===== src/rtl/pcu_pkg.sv =====
package pcu_pkg;

    localparam int ADDR_W = 3;
    localparam int ST_W   = 4;

    typedef enum logic [ADDR_W-1:0] {
        SEL_THR  = 3'd0,
        SEL_WAIT = 3'd1,
        SEL_CNT  = 3'd2,
        SEL_STAT = 3'd3,
        SEL_EN   = 3'd4
    } reg_sel_e;

    // bit 3 .. bit 0
    typedef struct packed {
        logic sg_end;
        logic wait_exp;
        logic thr_hit;
        logic dma_err;
    } status_t;

    function automatic status_t to_status(input logic [ST_W-1:0] v);
        return status_t'(v);
    endfunction

    function automatic logic sel_is(input logic [ADDR_W-1:0] a, input reg_sel_e s);
        return a == s;
    endfunction

endpackage


===== src/rtl/pcu_pkt_counter.sv =====
module pcu_pkt_counter #(
    parameter int CNT_W = 8
) (
    input  logic             clk,
    input  logic             rst,
    input  logic             inc_i,
    input  logic             dec_i,
    output logic [CNT_W-1:0] cnt_o
);
    localparam logic [CNT_W-1:0] CNT_MAX = '1;

    logic [CNT_W-1:0] cnt_q;

    always_ff @(posedge clk) begin
        if (rst) begin
            cnt_q <= '0;
        end else if (inc_i && !dec_i) begin
            if (cnt_q != CNT_MAX) cnt_q <= cnt_q + 1'b1;
        end else if (dec_i && !inc_i) begin
            if (cnt_q != '0) cnt_q <= cnt_q - 1'b1;
        end
    end

    assign cnt_o = cnt_q;

    p_sat_hold_r2: assert property (@(posedge clk) disable iff (rst)
        (cnt_q == CNT_MAX && inc_i && !dec_i) |=> cnt_q == CNT_MAX);
    p_dec_floor_r3: assert property (@(posedge clk) disable iff (rst)
        (cnt_q == '0 && dec_i && !inc_i) |=> cnt_q == '0);
    p_both_hold_r3: assert property (@(posedge clk) disable iff (rst)
        (inc_i && dec_i) |=> $stable(cnt_q));

endmodule


===== src/rtl/pcu_wait_timer.sv =====
module pcu_wait_timer #(
    parameter int WB_W = 10
) (
    input  logic            clk,
    input  logic            rst,
    input  logic            pending_i,
    input  logic            restart_i,
    input  logic            tick_i,
    input  logic            below_thr_i,
    input  logic [WB_W-1:0] bound_i,
    output logic            expire_o
);
    localparam logic [WB_W-1:0] WT_MAX = '1;

    logic [WB_W-1:0] wt_q;
    logic            at_last;

    assign at_last  = (bound_i != '0) && (wt_q == bound_i - 1'b1);
    assign expire_o = pending_i && !restart_i && tick_i && at_last && below_thr_i;

    always_ff @(posedge clk) begin
        if (rst || !pending_i || restart_i) begin
            wt_q <= '0;
        end else if (tick_i) begin
            if (at_last)              wt_q <= '0;
            else if (wt_q != WT_MAX)  wt_q <= wt_q + 1'b1;
        end
    end

    p_restart_r7: assert property (@(posedge clk) disable iff (rst)
        restart_i |=> wt_q == '0);
    p_hold_no_tick_r7: assert property (@(posedge clk) disable iff (rst)
        (pending_i && !restart_i && !tick_i) |=> $stable(wt_q));

endmodule


===== src/rtl/pcu_status_reg.sv =====
module pcu_status_reg
    import pcu_pkg::*;
(
    input  logic    clk,
    input  logic    rst,
    input  status_t set_i,
    input  status_t tog_i,
    output status_t st_o
);
    status_t st_q;

    always_ff @(posedge clk) begin
        if (rst) st_q <= '0;
        else     st_q <= (st_q ^ tog_i) | set_i;
    end

    assign st_o = st_q;

    p_set_wins_r9: assert property (@(posedge clk) disable iff (rst)
        set_i.thr_hit |=> st_q.thr_hit);
    p_err_latch_r8: assert property (@(posedge clk) disable iff (rst)
        set_i.dma_err |=> st_q.dma_err);
    p_idle_hold_r9: assert property (@(posedge clk) disable iff (rst)
        (set_i == '0 && tog_i == '0) |=> $stable(st_q));

endmodule


===== src/rtl/pkt_coalesce_top.sv =====
module pkt_coalesce_top
    import pcu_pkg::*;
#(
    parameter int CNT_W  = 8,
    parameter int WB_W   = 10,
    parameter int DATA_W = 16
) (
    input  logic              clk,
    input  logic              rst,
    input  logic              chan_run_i,
    input  logic              pkt_done_i,
    input  logic              sg_end_i,
    input  logic              bus_err_i,
    input  logic              ms_tick_i,
    input  logic              reg_wr_i,
    input  logic [ADDR_W-1:0] reg_addr_i,
    input  logic [DATA_W-1:0] reg_wdata_i,
    output logic [DATA_W-1:0] reg_rdata_o,
    output logic              irq_o
);
    logic [CNT_W-1:0] thr_q;
    logic [WB_W-1:0]  wb_q;
    logic [ST_W-1:0]  en_q;
    logic [CNT_W-1:0] cnt;
    logic             dec, cfg_ok, thr_hit, below_thr, expire;
    status_t          set_v, tog_v, st;
    logic             unused_wdata;

    assign unused_wdata = ^reg_wdata_i;
    assign dec    = reg_wr_i && sel_is(reg_addr_i, SEL_CNT);
    assign cfg_ok = reg_wr_i && !chan_run_i;

    always_ff @(posedge clk) begin
        if (rst) begin
            thr_q <= '0;
            wb_q  <= '0;
            en_q  <= '0;
        end else begin
            if (cfg_ok && sel_is(reg_addr_i, SEL_THR))  thr_q <= reg_wdata_i[CNT_W-1:0];
            if (cfg_ok && sel_is(reg_addr_i, SEL_WAIT)) wb_q  <= reg_wdata_i[WB_W-1:0];
            if (reg_wr_i && sel_is(reg_addr_i, SEL_EN)) en_q  <= reg_wdata_i[ST_W-1:0];
        end
    end

    pcu_pkt_counter #(.CNT_W(CNT_W)) u_cnt (
        .clk(clk), .rst(rst), .inc_i(pkt_done_i), .dec_i(dec), .cnt_o(cnt)
    );

    assign thr_hit   = (thr_q != '0) && (cnt >= thr_q);
    assign below_thr = (thr_q == '0) || (cnt < thr_q);

    pcu_wait_timer #(.WB_W(WB_W)) u_tmr (
        .clk(clk), .rst(rst), .pending_i(cnt != '0), .restart_i(pkt_done_i),
        .tick_i(ms_tick_i), .below_thr_i(below_thr), .bound_i(wb_q),
        .expire_o(expire)
    );

    always_comb begin
        set_v          = '0;
        set_v.dma_err  = bus_err_i;
        set_v.thr_hit  = thr_hit;
        set_v.wait_exp = expire;
        set_v.sg_end   = sg_end_i;
        tog_v = (reg_wr_i && sel_is(reg_addr_i, SEL_STAT))
              ? to_status(reg_wdata_i[ST_W-1:0]) : '0;
    end

    pcu_status_reg u_st (
        .clk(clk), .rst(rst), .set_i(set_v), .tog_i(tog_v), .st_o(st)
    );

    assign irq_o = |(st & en_q);

    always_comb begin
        reg_rdata_o = '0;
        case (reg_addr_i)
            SEL_THR:  reg_rdata_o[CNT_W-1:0] = thr_q;
            SEL_WAIT: reg_rdata_o[WB_W-1:0]  = wb_q;
            SEL_CNT:  reg_rdata_o[CNT_W-1:0] = cnt;
            SEL_STAT: reg_rdata_o[ST_W-1:0]  = st;
            SEL_EN:   reg_rdata_o[ST_W-1:0]  = en_q;
            default:  reg_rdata_o = '0;
        endcase
    end

    p_cfg_locked_r4: assert property (@(posedge clk) disable iff (rst)
        chan_run_i |=> ($stable(thr_q) && $stable(wb_q)));
    p_thr_off_r6: assert property (@(posedge clk) disable iff (rst)
        (thr_q == '0 && !(reg_wr_i && sel_is(reg_addr_i, SEL_STAT)) && !st.thr_hit)
        |=> !st.thr_hit);
    p_reset_clear_r1: assert property (@(posedge clk)
        rst |=> (st == '0 && cnt == '0 && !irq_o));

endmodule


===== config.mk =====
export PLATFORM = sky130hd
export DESIGN_NAME = pkt_coalesce_top
export DESIGN_NICKNAME = d
export VERILOG_FILES = /design/src/rtl/pcu_pkg.sv /design/src/rtl/pcu_pkt_counter.sv /design/src/rtl/pcu_wait_timer.sv /design/src/rtl/pcu_status_reg.sv /design/src/rtl/pkt_coalesce_top.sv
export SDC_FILE = /design/constraint.sdc
export NUM_CORES = 1
export LEC_CHECK = 0
export BUFFER_PORTS_ARGS = -buffer_cell sky130_fd_sc_hd__buf_2
export CAP_MARGIN = 10
export CORE_MARGIN = 1.5
export CORE_UTILIZATION = 55
export DETAILED_ROUTE_END_ITERATION = 10
export PLACE_DENSITY = 0.77
export SETUP_SLACK_MARGIN = 0.1
export SYNTH_ARGS = -nofsm -noshare
export SYNTH_HDL_FRONTEND = slang
export SYNTH_HIERARCHICAL = 1
export SYNTH_SLANG_ARGS = --single-unit

===== constraint.sdc =====
create_clock -name clk -period 3.5 [get_ports clk]
set_input_delay 0.175 -clock clk [delete_from_list [all_inputs] [get_ports clk]]
set_output_delay 0.175 -clock clk [all_outputs]
set_load 0.01 [all_outputs]

==> results.txt <==
----------------------------------------------------
[Run status]
  Result of the run ... completed

[Job]
  Number of violations of the max-capacitance limit ... 0

[Timing]
  Max Transition Viols Final ... 0
  Post-route setup TNS ... 0 ps
  Portion of the clock cycle consumed by the worst path in the final layout ... a little under 80%
  Post-layout minimum cycle time ... 2730 ps
  Final setup violating endpoints ... 0
  Setup repair after global routing missed its margin ... no
  Worst hold slack ... between 90 and 100 ps
  Normalized max-slew margin ... 31.0%
  Final Worst Setup Slack ... a little under 800 ps
  Max Clock Freq ... 366 MHz
  Number of hold violations in the final report ... 0
  Post-Route Skew ... a little over 7 ps
  Slew at the pin closest to its max-slew limit ... 1030 ps

[Worst setup path]
  Critical Path Source ... reg_addr_i[0]
  Reg-to-reg endpoint ... u_st/st_o[2]
  Critical path data arrival time ... roughly 2900 ps
  Data required time at the worst endpoint ... between 3000 and 4000 ps
  Slack of the worst reg-to-reg path ... 850 ps
  Setup Crit Path Kind ... primary input to flip-flop
  Path depth of the worst reg2reg path ... 10
  Endpoint of the worst setup timing path ... u_cnt/cnt_o[7]
  Top fanout value on the critical path ... 14
  Element type at the critical path start ... primary input
  Kind of capture point of the worst setup path ... flip-flop
  Worst r2r src ... wb_q[0]

[Drt]
  Routed wire per std cell ... 14.9 µm
  Detailed-route via count ... 2,971
  Remaining routing DRC violations ... 0
  Total Wirelength ... roughly 7500 µm
  Residual antenna-violating net count after detailed routing ... 0
  Via density per instance ... roughly 5.9
  First DRT Iteration DRCs ... between 150 and 200
  Initial DRT Pass Iterations ... 5

[Synth]
  Summed instance area of the synthesized netlist ... about 0.0033 mm²
  Cell count after synthesis ... between 400 and 500
  Mean instance size in the synthesized netlist ... approximately 8.0 µm²
  Synthesis warning total ... 6
  Sequential share of the synthesized area ... 27.0%
  Most used DFF post-synth ... sky130_fd_sc_hd__dfxtp_1
  Register bit count reported by yosys ... 44
  Asr flop ratio synth ... 0%
  Number of synthesized flops with an enable pin ... 0
  Number of distinct library cells after synthesis ... 59

[Power and ir drop]
  Design Power ... around 0.0015 W
  Maximum VDD drop ... 0.334 mV
  Power density over cell area ... roughly 430 mW/mm²
  LEAKAGE ... 1.41 nW

[Clocking]
  Maximum number of buffers from clock root to sink ... 2
  Clk sinks ... 44
  Number of CTS-inserted buffers ... 5
  CTS root buf ... sky130_fd_sc_hd__clkbuf_8
  Hold-fix buffers, CTS ... 0
  CTS tree ... built
  Buffer count from post-CTS setup fixing ... 0
  Worst-path clk slew ... ~80 ps
  Number of gates given a new drive strength after cts ... 0
  Clk Latency, worst-skew pair ... around 300 ps
  Maximum level of the CTS H-tree ... 2

[Placement]
  RD Place Congestion ... 0.901
  Dpl ws ... approximately 480 ps
  Dpl hpwl ... between 5000 and 6000 µm
  Number of port buffers ... 31

[Finish]
  Number of diodes added for antenna fixing ... 0
  Area occupied by registers ... 881 µm²
  Proportion of layout cells with a drive suffix above 1 ... about 16%
  Synthesis-to-layout area growth ... 7.31%
  Total area of multi-input combinational cells ... roughly 0.0022 mm²
  Final nets ... around 480
  Number of filler instances in the final layout ... between 500 and 600

[Hold path]
  Worst hold path class ... primary input to flip-flop

[Floorplanning]
  Top-level I/O count ... 44
  Floorplan core area ... between 0.005 and 0.006 mm²
  Die Height ... 80.1 µm
  Site Rows ... 27
  Initial standard-cell utilization of the core ... between 50% and 60%
  Width of the die ... around 80 µm
  Die area ... ~0.0064 mm²

[Global routing]
  All-Layer GR Usage ... about 25%
  Antenna violations before repair ... 0
  Wire length of the first global-routing pass ... roughly 13,000 µm
  Number of global-route vias before repair ... roughly 2.7k
  Largest net degree at the start of global routing ... 37
  Total congestion overflow ... 0

----------------------------------------------------
power by group:
part           switching, W  internal (W)
logic              0.000292      0.000263
clock network      0.000177      0.000161
registers         0.0000833      0.000543
synthesized netlist by cell type, drive strengths merged (2+ instances only):
| master | instances | area share [%] |
|---|---|---|
| a2111oi | 3 | 1.6 |
| a211oi | 3 | 0.69 |
| a21o | 3 | 0.69 |
| a21oi | 39 | 6.0 |
| a22oi | 3 | 0.69 |
| a31oi | 6 | 1.1 |
| and2 | 5 | 0.96 |
| and3 | 5 | 1.0 |
| and4 | 2 | 0.54 |
| buf | 18 | 3.8 |
| clkbuf | 6 | 0.73 |
| dfxtp | 44 | 27 |
| ha | 18 | 6.9 |
| inv | 23 | 2.6 |
| mux2 | 2 | 0.92 |
| mux2i | 23 | 7.0 |
| nand2 | 40 | 4.7 |
| nand2b | 3 | 0.57 |
| nand3 | 25 | 3.8 |
| nand3b | 2 | 0.57 |
| nand4 | 6 | 1.1 |
| nor2 | 42 | 5.2 |
| nor2b | 8 | 1.5 |
| nor3 | 6 | 1.1 |
| nor3b | 8 | 2.6 |
| nor4 | 7 | 1.5 |
| nor4b | 3 | 1.2 |
| o21a | 2 | 0.46 |
| o21ai | 7 | 1.1 |
| o22ai | 4 | 0.77 |
| or3 | 4 | 0.77 |
| or4 | 2 | 0.69 |
| xnor2 | 14 | 3.8 |
| xor2 | 9 | 2.4 |
how the worst min path moves through the flow:
stage               from            to  slack (ps)  cells after the start
5_1_grt        bus_err_i  u_st/st_o[0]         100                      3
3_3_place_gp   bus_err_i  u_st/st_o[0]         410                      3
4_1_cts         sg_end_i  u_st/st_o[3]          90                      3
3_5_place_dp    sg_end_i  u_st/st_o[3]         420                      3
6_report        sg_end_i  u_st/st_o[3]         100                      3
2_1_floorplan        rst      thr_q[4]         240                      1
stage by stage:
stage	instances	utilization [%]	area, µm²
finish	502	62.5	3510
CTS	502	62.5	3510
floorplan	411	-	3290
detailed placement	494	60.9	3410
global route	502	62.5	3510
global placement	494	60.9	3410
placed cells by master (no fill, tap or decap), types with 7 or more instances in the layout:
cell type / Yosys / layout
sky130_fd_sc_hd__a21oi_1: 39 / 39
sky130_fd_sc_hd__buf_2: 7 / 31
sky130_fd_sc_hd__dfxtp_1: 44 / 44
sky130_fd_sc_hd__ha_1: 18 / 18
sky130_fd_sc_hd__inv_1: 23 / 23
sky130_fd_sc_hd__mux2i_1: 23 / 23
sky130_fd_sc_hd__nand2_1: 39 / 39
sky130_fd_sc_hd__nand3_1: 25 / 25
sky130_fd_sc_hd__nor2_1: 37 / 37
sky130_fd_sc_hd__nor2b_1: 8 / 8
sky130_fd_sc_hd__o21ai_0: 7 / 7
sky130_fd_sc_hd__xnor2_1: 14 / 14
sky130_fd_sc_hd__xor2_1: 9 / 9
worst max-delay path, stage by stage:
cell	delay, ps
sky130_fd_sc_hd__buf_2	240
sky130_fd_sc_hd__inv_1	90
sky130_fd_sc_hd__and3_1	150
sky130_fd_sc_hd__inv_1	50
sky130_fd_sc_hd__ha_1	240
sky130_fd_sc_hd__inv_1	200
sky130_fd_sc_hd__ha_1	340
sky130_fd_sc_hd__a211oi_1	310
sky130_fd_sc_hd__nor2_1	100
sky130_fd_sc_hd__a2111oi_0	580
sky130_fd_sc_hd__a2111oi_2	130
sky130_fd_sc_hd__mux2_4	320
state kept, by name (all words and copies together) (netlist names):
signal / cells
u_tmr/wt_q: 10
wb_q: 10
thr_q: 8
u_cnt/cnt_o: 8
en_q: 4
u_st/st_o: 4
logic make-up after synthesis:
group           Yosys count  share of synthesized area, %
buf+inv                  47                          7.20
simple gates            171                          28.7
mux                      26                          8.65
fa+ha+maj                19                          7.50
flops                    44                          27.0
xor+xnor                 23                          6.16
other cells               1                         0.115
compound gates           75                          14.7
routing by layer:
layer | vias to the layer above | GRT usage [%] | part of all wire (%)
met4 | 0 | 6.90 | 1.0
met1 | 1380 | 36.5 | 49
met3 | 7 | 3.64 | 7.1
li1 | 1465 | - | -
met5 | - | 0 | 0
met2 | 119 | 39.2 | 43
area by class of cell:
| cell class | instances | share of cell area (%) |
|---|---|---|
| inverter | 23 | 2.46 |
| multi-input combinational | 320 | 61.9 |
| tap | 72 | 2.57 |
| sequential | 44 | 25.1 |
| clock buffer | 7 | 2.46 |
| clock inverter | 1 | 0.214 |
| timing repair buffer | 35 | 5.28 |
Note: power is estimated with default switching activity, not from simulation.
